--- config.mk ---
export PLATFORM = sky130hd
export DESIGN_NAME = tx_gearbox
export DESIGN_NICKNAME = d
export VERILOG_FILES = /design/src/rtl/gbx_pkg.sv /design/src/rtl/gbx_ctrl.sv /design/src/rtl/gbx_lane.sv /design/src/rtl/tx_gearbox.sv
export SDC_FILE = /design/constraint.sdc
export NUM_CORES = 1
export LEC_CHECK = 0
export BUFFER_PORTS_ARGS = -buffer_cell sky130_fd_sc_hd__buf_2
export CORE_AREA = 4 4 116 162
export CTS_CLUSTER_SIZE = 10
export DETAILED_ROUTE_END_ITERATION = 8
export DIE_AREA = 0 0 120 166
export PLACE_DENSITY_LB_ADDON = 0.05
export RECOVER_POWER = 100
export SYNTH_ARGS = -nofsm -noshare
export SYNTH_HDL_FRONTEND = slang
export SYNTH_SLANG_ARGS = --single-unit
--- constraint.sdc ---
create_clock -name clk -period 8.36 [get_ports clk]
set_input_delay 0.836 -clock clk [delete_from_list [all_inputs] [get_ports clk]]
set_output_delay 0.836 -clock clk [all_outputs]
set_load 0.005 [all_outputs]
--- src/rtl/gbx_pkg.sv ---
package gbx_pkg;
  // Width of an occupancy count able to hold values 0..cap
  function automatic int count_width(input int cap);
    int w;
    w = 1;
    while ((1 << w) <= cap) w++;
    return w;
  endfunction
endpackage

--- src/rtl/gbx_ctrl.sv ---
module gbx_ctrl #(
  parameter int WORD_W = 7,
  parameter int NIB_W  = 4,
  parameter int BUF_W  = 28,
  parameter int CNT_W  = 5
) (
  input  logic             clk,
  input  logic             rst,
  input  logic             word_stb,
  output logic             ready,
  output logic             push_ev,
  output logic             pop_ev,
  output logic             uflow_ev,
  output logic             running,
  output logic [CNT_W-1:0] occ,
  output logic [CNT_W-1:0] base,
  output logic             uflow_o
);
  localparam logic [CNT_W-1:0] NIB_C  = CNT_W'(NIB_W);
  localparam logic [CNT_W-1:0] WORD_C = CNT_W'(WORD_W);
  localparam logic [CNT_W-1:0] ROOM_C = CNT_W'(BUF_W - WORD_W);

  logic [CNT_W-1:0] occ_q, occ_d, after_pop;
  logic             run_q, uf_q;

  // Occupancy left once this cycle's nibble has been drawn
  function automatic logic [CNT_W-1:0] drained(input logic [CNT_W-1:0] o, input logic take);
    return take ? (o - NIB_C) : o;
  endfunction

  always_comb begin
    pop_ev    = run_q && (occ_q >= NIB_C);
    uflow_ev  = run_q && (occ_q < NIB_C);
    after_pop = drained(occ_q, pop_ev);
    ready     = (after_pop <= ROOM_C);
    push_ev   = word_stb && ready;
    occ_d     = after_pop + (push_ev ? WORD_C : '0);
  end

  always_ff @(posedge clk) begin
    if (rst) begin
      occ_q <= '0;
      run_q <= 1'b0;
      uf_q  <= 1'b0;
    end else begin
      occ_q <= occ_d;
      run_q <= run_q | (occ_q >= WORD_C);
      uf_q  <= uflow_ev;
    end
  end

  assign running = run_q;
  assign occ     = occ_q;
  assign base    = after_pop;
  assign uflow_o = uf_q;
endmodule

--- src/rtl/gbx_lane.sv ---
module gbx_lane #(
  parameter int WORD_W = 7,
  parameter int NIB_W  = 4,
  parameter int BUF_W  = 28,
  parameter int CNT_W  = 5
) (
  input  logic              clk,
  input  logic              rst,
  input  logic [WORD_W-1:0] word_i,
  input  logic              push_ev,
  input  logic              pop_ev,
  input  logic [CNT_W-1:0]  base_i,
  output logic [NIB_W-1:0]  nib_o
);
  // Index 0 of the buffer is the next bit on the wire
  logic [BUF_W-1:0] buf_q, buf_d, kept, fresh;
  logic [NIB_W-1:0] nib_q;

  // Bit k of the result is the k-th bit in time: word MSB first
  function automatic logic [WORD_W-1:0] serial_order(input logic [WORD_W-1:0] w);
    logic [WORD_W-1:0] r;
    for (int k = 0; k < WORD_W; k++) r[k] = w[WORD_W-1-k];
    return r;
  endfunction

  always_comb begin
    kept  = pop_ev ? (buf_q >> NIB_W) : buf_q;
    fresh = {{(BUF_W-WORD_W){1'b0}}, serial_order(word_i)} << base_i;
    buf_d = push_ev ? (kept | fresh) : kept;
  end

  always_ff @(posedge clk) begin
    if (rst) begin
      buf_q <= '0;
      nib_q <= '0;
    end else begin
      buf_q <= buf_d;
      nib_q <= pop_ev ? buf_q[NIB_W-1:0] : '0;
    end
  end

  assign nib_o = nib_q;
endmodule

--- src/rtl/tx_gearbox.sv ---
module tx_gearbox #(
  parameter int                LANES       = 4,
  parameter int                WORD_W      = 7,
  parameter int                NIB_W       = 4,
  parameter logic [WORD_W-1:0] CLK_PATTERN = 7'b1100011
) (
  input  logic                         clk,
  input  logic                         rst,
  input  logic                         word_stb,
  input  logic [LANES*WORD_W-1:0]      px_words,
  output logic                         ready,
  output logic [(LANES+1)*NIB_W-1:0]   nib_o,
  output logic                         uflow_o
);
  localparam int BUF_W  = NIB_W * WORD_W;
  localparam int CNT_W  = gbx_pkg::count_width(BUF_W);
  localparam int ALL_LN = LANES + 1;

  logic             push_ev, pop_ev, uflow_ev, running;
  logic [CNT_W-1:0] occ, base;

  gbx_ctrl #(
    .WORD_W(WORD_W), .NIB_W(NIB_W), .BUF_W(BUF_W), .CNT_W(CNT_W)
  ) i_ctrl (
    .clk(clk), .rst(rst), .word_stb(word_stb), .ready(ready),
    .push_ev(push_ev), .pop_ev(pop_ev), .uflow_ev(uflow_ev),
    .running(running), .occ(occ), .base(base), .uflow_o(uflow_o)
  );

  for (genvar g = 0; g < ALL_LN; g++) begin : g_lane
    logic [WORD_W-1:0] lane_word;
    if (g < LANES) begin : g_data
      assign lane_word = px_words[g*WORD_W +: WORD_W];
    end else begin : g_fwd_clk
      assign lane_word = CLK_PATTERN;
    end
    gbx_lane #(
      .WORD_W(WORD_W), .NIB_W(NIB_W), .BUF_W(BUF_W), .CNT_W(CNT_W)
    ) i_lane (
      .clk(clk), .rst(rst), .word_i(lane_word), .push_ev(push_ev),
      .pop_ev(pop_ev), .base_i(base), .nib_o(nib_o[g*NIB_W +: NIB_W])
    );
  end
endmodule

==> results.sh, run 1 <==
export IMPL_drt_initial_drc_count=893
export IMPL_fin_tns_setup_ps=0
export IMPL_syn_avg_cell_area_um2=8.62
export IMPL_setup_violations=0
export IMPL_wl_met1_mm=11.8
export IMPL_vias=7460
export IMPL_cts_buffer_depth=2
export IMPL_critPathMaxFanout=54
export IMPL_rows=57
export IMPL_whs_path_depth=1
export IMPL_placed_cell_area_mm2=0.00870
export IMPL_post_route_min_period_ps=6090
export IMPL_dr_pass1_iters=6
export IMPL_synthFlopType="dfxtp_1"
export IMPL_port_buffers=52
export IMPL_first_global_vias=7203
export IMPL_routedWlPerCell_um=21.0
export IMPL_grt_max_degree=72
export IMPL_ys_warn_count=0
export IMPL_clock_root_buffer="clkbuf_16"
export IMPL_dr_wl_met2_mm=12.1
export IMPL_post_cts_buffers=0
export IMPL_pin_count=53
export IMPL_final_antenna_net_count=0
export IMPL_fin_skew_ps=13.8
export IMPL_critPathLaunch="i_ctrl.occ[0]"
export IMPL_drc=0
export IMPL_syn_nets=1023
export IMPL_htree_levels=4
export IMPL_hold_class="flip-flop to flip-flop"
export IMPL_min_period_over_period=0.729
export IMPL_cts_buffers=17
export IMPL_rsz0062_at_grt="no"
export IMPL_seq_area_frac_synth=0.394
export IMPL_syn_inst=983
export IMPL_slowest_delay_ps=1690
export IMPL_power_leakage_uw=0.00359
export IMPL_syn2layout_area_growth_pct=8.80
export IMPL_die_w_um=120
export IMPL_critical_path_cell_chain="buf_4, inv_1, ha_1, a211oi_1, o21a_1, inv_1, nor3_1, nand2_1, a31oi_1"
export IMPL_insertion_delay_ps=430
export IMPL_cts_resized=0
export IMPL_slew_headroom=-0.792
export IMPL_synth_edf_count=0
export IMPL_crit_arrival_ps=6420
export IMPL_grt_overflow_total=0
export IMPL_end_kind="flip-flop"
export IMPL_dp_hpwl_mm=16.4
export IMPL_violations="max-capacitance violations, max-slew violations"
export IMPL_cts_tree="done"
export IMPL_clk_pin_slew_ps=70
export IMPL_reg2reg_depth=9
export IMPL_crit_required_ps=8690
export IMPL_fmax_mhz=164
export IMPL_crit_type="flip-flop to flip-flop"
export IMPL_cp_start_kind="flip-flop"
export IMPL_critPathMostFrequentCell="inv_1"
export IMPL_antenna_found_initial=0
export IMPL_core_mm2=0.0173
export IMPL_drt_total_wl_mm=25.8
export IMPL_yosys_area_top_type="dfxtp_1"
export IMPL_initial_utilization=0.489
export IMPL_ir_drop_mv=0.184
export IMPL_num_antenna_cells=0
export IMPL_synthTopCellsByArea="dfxtp_1 39%, nand2_1 9.6%, mux2i_1 8.4%"
export IMPL_gp_congestion=0.880
export IMPL_rr_startpoint="i_ctrl.occ[0]"
export IMPL_critPathSlowestCell="nor3_1"
export IMPL_worst_slew_pin_slew_ps=2680
export IMPL_stdcell_area_mm2=0.00922
export IMPL_die_area_mm2=0.0199
export IMPL_nets=1019
export IMPL_netlist_area_mm2=0.00848
export IMPL_fp_dieH_um=166
export IMPL_vias_per_cell=6.07
export IMPL_cap_viol_max_count=6
export IMPL_cts_hold_buf=0
export IMPL_status="complete, but fails checks"
export IMPL_numClockSinks=167
export IMPL_synth_distinct_cells=67
export IMPL_hp_start="g_lane[0].i_lane.buf_q[0]"
export IMPL_routed_top_layer="met4"
export IMPL_track_usage=0.259
export IMPL_utilization=0.532
export IMPL_drive_above_1_share=0.151
export IMPL_yosysTopAreaCellShare=0.394
export IMPL_ys_ff_latch=167
export IMPL_p_per_area_mw_per_mm2=378
export IMPL_drv_slew=225
export IMPL_wl_met3_mm=1.42
export IMPL_asyncSetResetFlopFracSynth=0
export IMPL_grt_pass1_wl_mm=41.1
export IMPL_hold_violations=0
-- layout by cell type, fill, tap and decap left out, drive strengths merged, types with 7 or more instances in the layout --
cell    count
mux2i      71
ha          8
and3        7
o32ai       9
and2       22
mux2       47
dfxtp     167
nand3      11
inv        16
a31oi      62
o22ai      53
nand2     218
nor2       36
nor2b       7
nor3        9
a22oi      35
clkbuf     32
a32oi       8
a21oi      13
o21ai      30
a221oi     10
buf        50
-- per-layer routing --
| metal | global-route usage | vias to the layer above |
|---|---|---|
| li1 | - | 3549 |
| met3 | 0.0330 | 26 |
| met2 | 0.413 | 256 |
| met5 | 0 | - |
| met1 | 0.366 | 3629 |
| met4 | 0.0808 | 0 |
-- registers in the layout (all words and copies together) (netlist names) --
register / cells
i_ctrl.uflow_o: 1
g_lane.i_lane.buf_q: 140
g_lane.i_lane.nib_o: 20
i_ctrl.running: 1
i_ctrl.occ: 5
-- kinds of logic (layout without fill, tap and decap cells) --
kind of cell | after synthesis | after routing | share of synthesized area
DFF | 167 | 167 | 0.394
adders and majority gates | 9 | 9 | 0.0142
xor gates and xnor gates | 6 | 6 | 0.00620
muxes | 118 | 118 | 0.146
and+or+nand+nor | 332 | 332 | 0.177
buffers and inverters | 96 | 105 | 0.0558
AOI/OAI and AO/OA | 255 | 255 | 0.206
-- final timing paths --
check	endpoint	slack (ps)
setup / recovery	g_lane[4].i_lane.buf_q[3]	2270
hold / removal	g_lane[0].i_lane.nib_o[0]	450
setup reg to reg	g_lane[4].i_lane.buf_q[3]	2270
hold reg to reg	g_lane[0].i_lane.nib_o[0]	450
-- layout make-up --
cell class              count  area (µm²)
multi-input cells         720        4640
well taps                 236         295
inverters                   9        33.8
fillers                  1675        8110
repair buffers             64         328
clock buffers              18         439
flip-flops and latches    167        3350
clock inverters            14         139
-- critical path: cells and delay by family (launching register included) --
| kind | cells | cell delay (ps) |
|---|---|---|
| AND/OR/NAND/NOR | 2 | 1890 |
| flip-flops | 1 | 310 |
| buffers and inverters | 3 | 1770 |
| AO/OA/AOI/OAI | 3 | 1530 |
| adder cells (fa/ha/maj) | 1 | 410 |
-- Yosys cell counts (6+ instances only) --
cell type and n:
a21oi_1 12, a221oi_1 10, a22oi_1 35, a31oi_1 62, a32oi_1 8, and2_1 22
and3_1 6, buf_2 41, buf_4 6, clkbuf_1 30, dfxtp_1 167, ha_1 8
inv_1 7, mux2_2 47, mux2i_1 71, nand2_1 217, nand3_1 10, nor2_1 33
nor2b_1 7, nor3_1 7, o21ai_0 29, o22ai_1 53, o32ai_1 9
-- where the power goes --
group / internal [µW] / switching [µW]
Clock: 427 / 356
Combinational: 559 / 1040
Sequential: 988 / 121
Total: 1970 / 1520
-- stage by stage --
step	hold WS [ps]	power [µW]	instances	setup slack, ps
floorplan	424	2300	983	5000
global placement	435	2700	1196	4170
detailed placement	439	2690	1196	4080
CTS	455	3480	1228	4050
global route	474	3690	1228	1890
finish	454	3490	1228	2270
No activity file was read; power rests on OpenSTA's default activity.
==> run 2: changes to the inputs <==
clock period = 5.7 ns   (was 8.36 ns; I/O delays follow)
==> results.sh, run 2 (same netlist as run 1, synthesis figures left out) <==
export IMPL_die_area_mm2=0.0199
export IMPL_clk_pin_slew_ps=70
export IMPL_r2r_slack_ps=1030
export IMPL_cts_buffer_depth=2
export IMPL_numClockSinks=167
export IMPL_drt_initial_drc_count=753
export IMPL_htree_levels=4
export IMPL_hp_start="g_lane[2].i_lane.buf_q[0]"
export IMPL_num_antenna_cells=0
export IMPL_critPathMaxFanout=47
export IMPL_crit_type="flip-flop to flip-flop"
export IMPL_placed_cell_area_mm2=0.00868
export IMPL_routedWlPerCell_um=20.9
export IMPL_largest_register_ffs=140
export IMPL_regMostFlops="g_lane.i_lane.buf_q"
export IMPL_die_w_um=120
export IMPL_final_cell_mix="217 x nand2_1, 166 x dfxtp_1, 71 x mux2i_1, 62 x a31oi_1, 53 x o22ai_1"
export IMPL_grt_max_degree=78
export IMPL_drt_total_wl_mm=25.6
export IMPL_stdcell_area_mm2=0.00918
export IMPL_drive_above_1_share=0.145
export IMPL_worst_slew_pin_slew_ps=2030
export IMPL_reg2reg_depth=6
export IMPL_vias_per_cell=6.03
export IMPL_post_route_min_period_ps=4670
export IMPL_clock_root_buffer="clkbuf_16"
export IMPL_drv_slew=69
export IMPL_timing_rr_end="g_lane[1].i_lane.buf_q[25]"
export IMPL_fp_dieH_um=166
export IMPL_fin_skew_ps=8.81
export IMPL_pin_count=53
export IMPL_crit_arrival_ps=5040
export IMPL_cap_viol_max_count=3
export IMPL_cp_start_kind="flip-flop"
export IMPL_status="complete, but fails checks"
export IMPL_slew_headroom=-0.361
export IMPL_cts_buffers=17
export IMPL_n_fill_cell=1657
export IMPL_fin_tns_setup_ps=0
export IMPL_rr_startpoint="i_ctrl.occ[1]"
export IMPL_post_cts_buffers=0
export IMPL_grt_overflow_total=0
export IMPL_grt_pass1_wl_mm=40.4
export IMPL_whs_path_depth=1
export IMPL_antenna_found_initial=0
export IMPL_p_per_area_mw_per_mm2=548
export IMPL_min_period_over_period=0.819
export IMPL_initial_utilization=0.489
export IMPL_power_leakage_uw=0.00357
export IMPL_cts_hold_buf=0
export IMPL_port_buffers=52
export IMPL_drc=0
export IMPL_rsz0062_at_grt="no"
export IMPL_track_usage=0.256
export IMPL_cts_tree="done"
export IMPL_final_common_cell="nand2_1"
export IMPL_syn2layout_area_growth_pct=8.30
export IMPL_hold_class="flip-flop to flip-flop"
export IMPL_setup_violations=0
export IMPL_ir_drop_mv=0.305
export IMPL_dp_hpwl_mm=16.4
export IMPL_final_antenna_net_count=0
export IMPL_gp_congestion=0.861
export IMPL_end_kind="flip-flop"
export IMPL_fmax_mhz=214
export IMPL_cts_resized=0
export IMPL_rows=57
export IMPL_crit_required_ps=6070
export IMPL_violations="max-capacitance violations, max-slew violations"
export IMPL_dr_pass1_iters=5
export IMPL_vias=7385
export IMPL_first_global_vias=7047
export IMPL_utilization=0.530
export IMPL_core_mm2=0.0173
export IMPL_holdPathEnd="g_lane[2].i_lane.nib_o[0]"
export IMPL_insertion_delay_ps=430
export IMPL_hold_violations=0
export IMPL_nets=1017
[run 2: cell count changes in the layout (fill, tap and decap cells not counted), moves of 2 or more]
cell      delta
and2_0       +3
and2_1       -3
clkbuf_1     +2
mux2_2       -2
mux2_1       +2
buf_4        -2
[run 2: metal layers]
metal / track usage / part of all wire / vias up / wire (µm)
met1: 0.352 / 0.45 / 3551 / 11500
li1: - / - / 3538 / -
met4: 0.0833 / 0.027 / 0 / 690
met5: 0 / 0 / - / 0
met3: 0.0382 / 0.051 / 53 / 1310
met2: 0.411 / 0.47 / 243 / 12100
[run 2: final cells by class]
class	instances	area, µm²	share of cell area
Clock inverter	12	121	0.0132
Multi-Input combinational cell	720	4640	0.505
Clock buffer	19	433	0.0472
Timing Repair Buffer	62	313	0.0341
Sequential cell	167	3340	0.364
Inverter	9	33.8	0.00368
Tap cell	236	295	0.0322
[run 2: how the worst max path moves through the flow]
stage / startpoint / to / slack [ps] / depth (start not counted)
after floorplan: i_ctrl.occ[0] / i_ctrl.occ[4] / 2340 / 16
after global placement: i_ctrl.occ[1] / g_lane[4].i_lane.buf_q[8] / 1900 / 8
after detailed placement: i_ctrl.occ[1] / g_lane[4].i_lane.buf_q[24] / 1880 / 8
after CTS: i_ctrl.occ[1] / g_lane[0].i_lane.buf_q[18] / 1850 / 8
after global routing: i_ctrl.occ[1] / g_lane[3].i_lane.buf_q[24] / 780 / 7
final: i_ctrl.occ[1] / g_lane[1].i_lane.buf_q[25] / 1030 / 6
[run 2: worst max-delay path: stages, from the launching register on]
cell and delay (ps):
dfxtp_1 330, inv_1 450, ha_1 550, a2111o_1 660, and2_2 610, nor2_1 1650, a22o_1 330
[run 2: where the power goes]
group / switching (µW) / leakage [µW] / total, µW / internal (µW)
clock: 505 / 0.000268 / 1110 / 608
combinational: 1500 / 0.00194 / 2290 / 784
sequential: 180 / 0.00136 / 1630 / 1450
total: 2190 / 0.00357 / 5030 / 2840
[run 2: metrics by stage]
stage	hold slack (ps)	setup slack [ps]	instances	power [µW]
after CTS	458	1850	1225	5050
final	454	1030	1225	5030
after floorplan	424	2340	983	3370
after detailed placement	442	1880	1194	3930
after global placement	435	1900	1194	3940
after global routing	481	781	1225	5340
